$ cat src/rtl/lcd_tg_pkg.sv
package lcd_tg_pkg;

    localparam int DIV_W    = 4;
    localparam int MUX_W    = 2;
    localparam int COM_W    = 2;
    localparam int SLOW_MAX = 3;

    typedef struct packed {
        logic             fast;
        logic [MUX_W-1:0] mux;
        logic [DIV_W-1:0] div;
    } lcd_cfg_t;

endpackage

$ cat src/rtl/lcd_tg_src.sv
module lcd_tg_src #(
    parameter int DIV_W    = lcd_tg_pkg::DIV_W,
    parameter int SLOW_MAX = lcd_tg_pkg::SLOW_MAX,
    localparam int PER_W   = DIV_W + 2
) (
    input  logic             tick_2k,
    input  logic             tick_128,
    input  logic             fast_sel,
    input  logic [DIV_W-1:0] frame_div,
    output logic             tick_sel,
    output logic [PER_W-1:0] period
);

    logic [DIV_W-1:0] div_slow;

    always_comb begin
        if (32'(frame_div) > SLOW_MAX) begin
            div_slow = DIV_W'(SLOW_MAX);
        end else begin
            div_slow = frame_div;
        end
    end

    always_comb begin
        if (fast_sel) begin
            tick_sel = tick_2k;
            period   = (PER_W'(frame_div) + PER_W'(1)) << 1;
        end else begin
            tick_sel = tick_128;
            period   = PER_W'(div_slow) + PER_W'(1);
        end
    end

endmodule

$ cat src/rtl/lcd_tg_div.sv
module lcd_tg_div #(
    parameter int PER_W = 6
) (
    input  logic             clk,
    input  logic             rst_n,
    input  logic             tick,
    input  logic             clear,
    input  logic [PER_W-1:0] period,
    output logic             step
);

    logic [PER_W-1:0] cnt_d, cnt_q;

    always_comb begin
        cnt_d = cnt_q;
        step  = 1'b0;
        if (clear) begin
            cnt_d = '0;
        end else if (tick) begin
            if (cnt_q + PER_W'(1) >= period) begin
                cnt_d = '0;
                step  = 1'b1;
            end else begin
                cnt_d = cnt_q + PER_W'(1);
            end
        end
    end

    always_ff @(posedge clk or negedge rst_n) begin
        if (!rst_n) begin
            cnt_q <= '0;
        end else begin
            cnt_q <= cnt_d;
        end
    end

endmodule

$ cat src/rtl/lcd_tg_seq.sv
module lcd_tg_seq #(
    parameter int COM_W = lcd_tg_pkg::COM_W,
    parameter int MUX_W = lcd_tg_pkg::MUX_W
) (
    input  logic             clk,
    input  logic             rst_n,
    input  logic             step,
    input  logic             restart,
    input  logic [MUX_W-1:0] mux_mode,
    output logic [COM_W-1:0] com_idx,
    output logic             invert,
    output logic             frame_start
);

    typedef struct packed {
        logic [COM_W-1:0] com;
        logic             inv;
        logic             fs;
        logic             pend;
    } seq_st_t;

    seq_st_t st_d, st_q;
    logic [COM_W-1:0] last_com;

    assign last_com = COM_W'(mux_mode);

    always_comb begin
        st_d      = st_q;
        st_d.fs   = 1'b0;
        if (restart) begin
            st_d.pend = 1'b1;
        end
        if (step) begin
            if (st_q.pend) begin
                st_d.com  = '0;
                st_d.inv  = 1'b0;
                st_d.fs   = 1'b1;
                st_d.pend = 1'b0;
            end else if (st_q.com >= last_com) begin
                st_d.com = '0;
                st_d.inv = ~st_q.inv;
                st_d.fs  = st_q.inv;
            end else begin
                st_d.com = st_q.com + COM_W'(1);
            end
        end
    end

    always_ff @(posedge clk or negedge rst_n) begin
        if (!rst_n) begin
            st_q <= '{com: '0, inv: 1'b0, fs: 1'b0, pend: 1'b1};
        end else begin
            st_q <= st_d;
        end
    end

    assign com_idx     = st_q.com;
    assign invert      = st_q.inv;
    assign frame_start = st_q.fs;

endmodule

$ cat src/rtl/lcd_tg_top.sv
module lcd_tg_top #(
    parameter int DIV_W    = lcd_tg_pkg::DIV_W,
    parameter int MUX_W    = lcd_tg_pkg::MUX_W,
    parameter int COM_W    = lcd_tg_pkg::COM_W,
    parameter int SLOW_MAX = lcd_tg_pkg::SLOW_MAX
) (
    input  logic             clk,
    input  logic             rst_n,
    input  logic             tick_2k,
    input  logic             tick_128,
    input  logic             fast_sel,
    input  logic [MUX_W-1:0] mux_mode,
    input  logic [DIV_W-1:0] frame_div,
    output logic [COM_W-1:0] com_idx,
    output logic             invert,
    output logic             frame_start
);

    localparam int PER_W = DIV_W + 2;
    localparam int CFG_W = 1 + MUX_W + DIV_W;

    logic [CFG_W-1:0] cfg_now, cfg_d, cfg_q;
    logic             cfg_chg;
    logic             tick_sel;
    logic [PER_W-1:0] period;
    logic             step;

    assign cfg_now = {fast_sel, mux_mode, frame_div};

    always_comb begin
        cfg_d   = cfg_now;
        cfg_chg = (cfg_now != cfg_q);
    end

    always_ff @(posedge clk or negedge rst_n) begin
        if (!rst_n) begin
            cfg_q <= '0;
        end else begin
            cfg_q <= cfg_d;
        end
    end

    lcd_tg_src #(.DIV_W(DIV_W), .SLOW_MAX(SLOW_MAX)) i_src (
        .tick_2k  (tick_2k),
        .tick_128 (tick_128),
        .fast_sel (fast_sel),
        .frame_div(frame_div),
        .tick_sel (tick_sel),
        .period   (period)
    );

    lcd_tg_div #(.PER_W(PER_W)) i_div (
        .clk   (clk),
        .rst_n (rst_n),
        .tick  (tick_sel),
        .clear (cfg_chg),
        .period(period),
        .step  (step)
    );

    lcd_tg_seq #(.COM_W(COM_W), .MUX_W(MUX_W)) i_seq (
        .clk        (clk),
        .rst_n      (rst_n),
        .step       (step),
        .restart    (cfg_chg),
        .mux_mode   (mux_mode),
        .com_idx    (com_idx),
        .invert     (invert),
        .frame_start(frame_start)
    );

endmodule

$ cat config.mk
export PLATFORM = sky130hd
export DESIGN_NAME = lcd_tg_top
export DESIGN_NICKNAME = d
export VERILOG_FILES = /design/src/rtl/lcd_tg_pkg.sv /design/src/rtl/lcd_tg_src.sv /design/src/rtl/lcd_tg_div.sv /design/src/rtl/lcd_tg_seq.sv /design/src/rtl/lcd_tg_top.sv
export SDC_FILE = /design/constraint.sdc
export NUM_CORES = 1
export LEC_CHECK = 0
export ABC_AREA = 1
export BUFFER_PORTS_ARGS = -buffer_cell sky130_fd_sc_hd__clkbuf_2
export CORE_MARGIN = 2
export CORE_UTILIZATION = 50
export DETAILED_ROUTE_END_ITERATION = 10
export PLACE_DENSITY = 0.8
export SYNTH_ARGS = -nofsm -noshare
export SYNTH_HDL_FRONTEND = slang
export SYNTH_SLANG_ARGS = --single-unit
export TNS_END_PERCENT = 5
$ cat constraint.sdc
create_clock -name clk -period 2.08 [get_ports clk]
set_input_delay 0.52 -clock clk [delete_from_list [all_inputs] [get_ports clk]]
set_output_delay 0.52 -clock clk [all_outputs]
set_load 0.005 [all_outputs]
==> impl_metrics.yaml <==
yosys:
  synth-adder-area-share_pct: 10.6
  post_synth_num_cell_types: 27
  syn_inst: 160
  ys_async_sr_fraction_pct: 100
  synth_compound_area_share_pct: 4.26
  synth_seq_area_share_pct: 34.9
  synth_top_area_share_pct: 32.9
  synthFlopType: "dfrtp_1"
  synth_top_family_by_area: "simple AND/OR/NAND/NOR gates"
  synth-xor-area-share_pct: 8.91
  synth.largest_area_cell: "dfrtp_1"
  yosysWarningCount: 0
  synthMuxAreaShare_pct: 0.774
  synth_area_um2: 1290
  syn_avg_cell_area_um2: 8.08
  synth_edf_count: 0
  synthSimpleGateAreaFrac_pct: 31.2
  ys_ff_latch: 18
  syn_nets: 182
  netlist_top_cells_area: "dfrtp_1 33%, nand2_1 12%, ha_1 11%, inv_1 6.1%, nand3_1 5.0%"
global_routing:
  met3_usage_pct: 2.46
  use_met1_pct: 24.0
  antenna_found_initial: 0
  grt_max_degree: 19
  grt_pass1_vias: 951
  grt_pass1_wl_um: 3940
  use_met2_pct: 30.2
  gr-total-overflow: 0
  track_usage_pct: 18.4
  grt_busiest_layer: "met2"
worst_setup_path:
  rrSetupSlack_ns: 0.04
  critPathMaxFanout: 5
  worstSetupPathType: "reg -> reg"
  cpMaxStageDelayCell: "dfrtp_2"
  critPathTopFamily: "adder cells"
  start_kind: "flip-flop"
  worstPathRequired_ns: 2.28
  path_cells: "ha_4 > buf_4 > xor2_1 > ha_1 > nand2_2 > nor2_2 > nand2_2 > a21oi_4 > nand2_2 > nand2_1 > o21ai_2"
  r2r_start: "i_div.cnt_q[0]"
  cp_common_cell: "nand2_2"
  crit_arrival_ns: 2.23
  path_buf_inv: 1
  rr_endpoint: "i_seq.com_idx[0]"
  end_kind: "flip-flop"
  reg2regPathDepth: 11
  cpPeakStageDelay_ns: 0.47
placed_design:
  dp_hpwl_um: 1920
  io_buffer_count: 14
  gp_congestion: 0.863
  place_ws_ns: -0.197
routing:
  drc: 0
  dr.pass1.iters: 4
  ant_nets: 0
  num_vias: 1100
  avgRoutedWirePerCell_um: 12.0
  vias_per_cell: 4.95
  drtIter0Drc: 9
  detail_route.wirelength_um: 2670
sta:
  fin_crit_sh_pct: 97.9
  setup_violations: 0
  min_period_ns: 2.04
  slew_headroom_pct: 69.3
  skew_ns: 0.00307
  fmax_ghz: 0.491
  rsz0062_at_grt: "true"
  maxSlewViolCount: 0
  setup_tns_ns: 0
  hold_viol_final: 0
  worst_pin_slew_ns: 0.461
  fin_ws_ns: 0.0447
power_and_ir_drop:
  p_sw_share_pct: 27.6
  powerDensity_nw_per_um2: 439
  p_comb_share_pct: 19.4
  ir_drop_uv: 435
  leakagePower_nw: 0.874
  p_clk_share_pct: 30.4
  p_seq_share_pct: 50.3
  p_int_mw: 0.521
  p_sw_mw: 0.199
clock_tree:
  cts_tree: "done"
  numClockSinks: 18
  clk_path_buf_depth: 2
  clk_pin_slew_worst_paths_ns: 0.10
  cts_buffers: 3
  cts-root-buf: "clkbuf_4"
  clk-insertion-delay-late_ns: 0.30
  cts_hold_buf: 0
  cts_max_level: 1
floorplan:
  fp.dieW_um: 54.8
  start_util_pct: 52.7
  core_area_um2: 2450
  rows: 18
  die_h_um: 54.8
  io_pins: 15
  dieArea_um2: 3010
run_status:
  outcome: "finished, final reports clean"
layout:
  nFillCells: 190
  final_cell_mix: "38 x nand2_1, 19 x inv_1, 15 x buf_4"
  antenna_cells: 0
  finalNetCount: 215
  layout-drive-gt1-share_pct: 39.1
  utilization_pct: 66.8
  area_delta_synth_final_pct: 26.9
  mostFrequentLayoutCell: "nand2_1"
hold_path:
  min_path_type: "in -> async"
run:
  maxCapViolCount: 0
[synthesized netlist by cell type, types with 4 or more instances]
library cell and instances:
nor2_4 4, nor2_1 8, ha_1 11, nand2_2 4, dfrtp_1 17, xor2_1 7, nand2_1 43, inv_1 21
nand3_1 13, nand4_1 6, inv_2 4
[how the worst max path moves through the flow]
stage,from,end,cells after the start
detailed placement,frame_div[0],i_div.cnt_q[2],12
global route,i_div.cnt_q[0],i_div.cnt_q[0],11
finish,i_div.cnt_q[0],i_seq.com_idx[0],11
CTS,i_div.cnt_q[0],i_div.cnt_q[0],12
global placement,frame_div[0],i_div.cnt_q[2],12
floorplan,frame_div[0],i_div.cnt_q[2],11
[logic make-up after synthesis]
group / Yosys count
and+or+nand+nor: 83
buffers and inverters: 28
DFF: 18
xor gates and xnor gates: 11
adders and majority gates: 11
AOI/OAI and AO/OA: 8
muxes: 1
[flip-flops by register name, summed over array words and instances (netlist names)]
register	cells
i_seq.com_idx	2
i_seq.st_q	1
i_seq.frame_start	1
cfg_q	7
i_div.cnt_q	6
i_seq.invert	1
[cell type report]
| class | count | area [um^2] | area share, % |
|---|---|---|---|
| Tap cell | 30 | 37.5 | 2.29 |
| Clock buffer | 4 | 36.3 | 2.21 |
| Inverter | 25 | 96.3 | 5.87 |
| Sequential cell | 18 | 455 | 27.8 |
| Multi-Input combinational cell | 114 | 810 | 49.4 |
| Timing Repair Buffer | 31 | 205 | 12.5 |
[routing by layer]
| metal | wire (um) | vias up | part of all wire, % |
|---|---|---|---|
| met5 | 0 | - | 0 |
| met4 | 97 | 0 | 3.6 |
| met3 | 57 | 10 | 2.1 |
| met2 | 1360 | 17 | 51 |
| met1 | 1150 | 509 | 43 |
| li1 | - | 564 | - |
[power groups by stage]
stage                     logic (mW)  clock network [mW]  registers [mW]
after floorplan               0.0799                   0           0.368
after global placement         0.121                   0           0.368
after detailed placement       0.125                   0           0.369
after CTS                      0.126               0.222           0.362
after global routing           0.157               0.237           0.363
final                          0.140               0.219           0.362
[stage by stage]
stage / std cells / hold slack (ns) / instance area (um^2) / power, mW
after floorplan: 160 / 0.224 / 1290 / 0.448
after global placement: 212 / 0.464 / 1460 / 0.489
after detailed placement: 212 / 0.466 / 1460 / 0.494
after CTS: 216 / 0.169 / 1500 / 0.711
after global routing: 222 / 0.189 / 1640 / 0.757
final: 222 / 0.152 / 1640 / 0.721
[timing repair]
action | in CTS | in global routing
hold endpoints to repair | 0 | 0
gates resized for setup | 2 | 24
pin swaps | 0 | 18
setup buffers | 0 | 6
setup endpoints to repair | 5 | 10
Power figures use the tool's default switching activity.
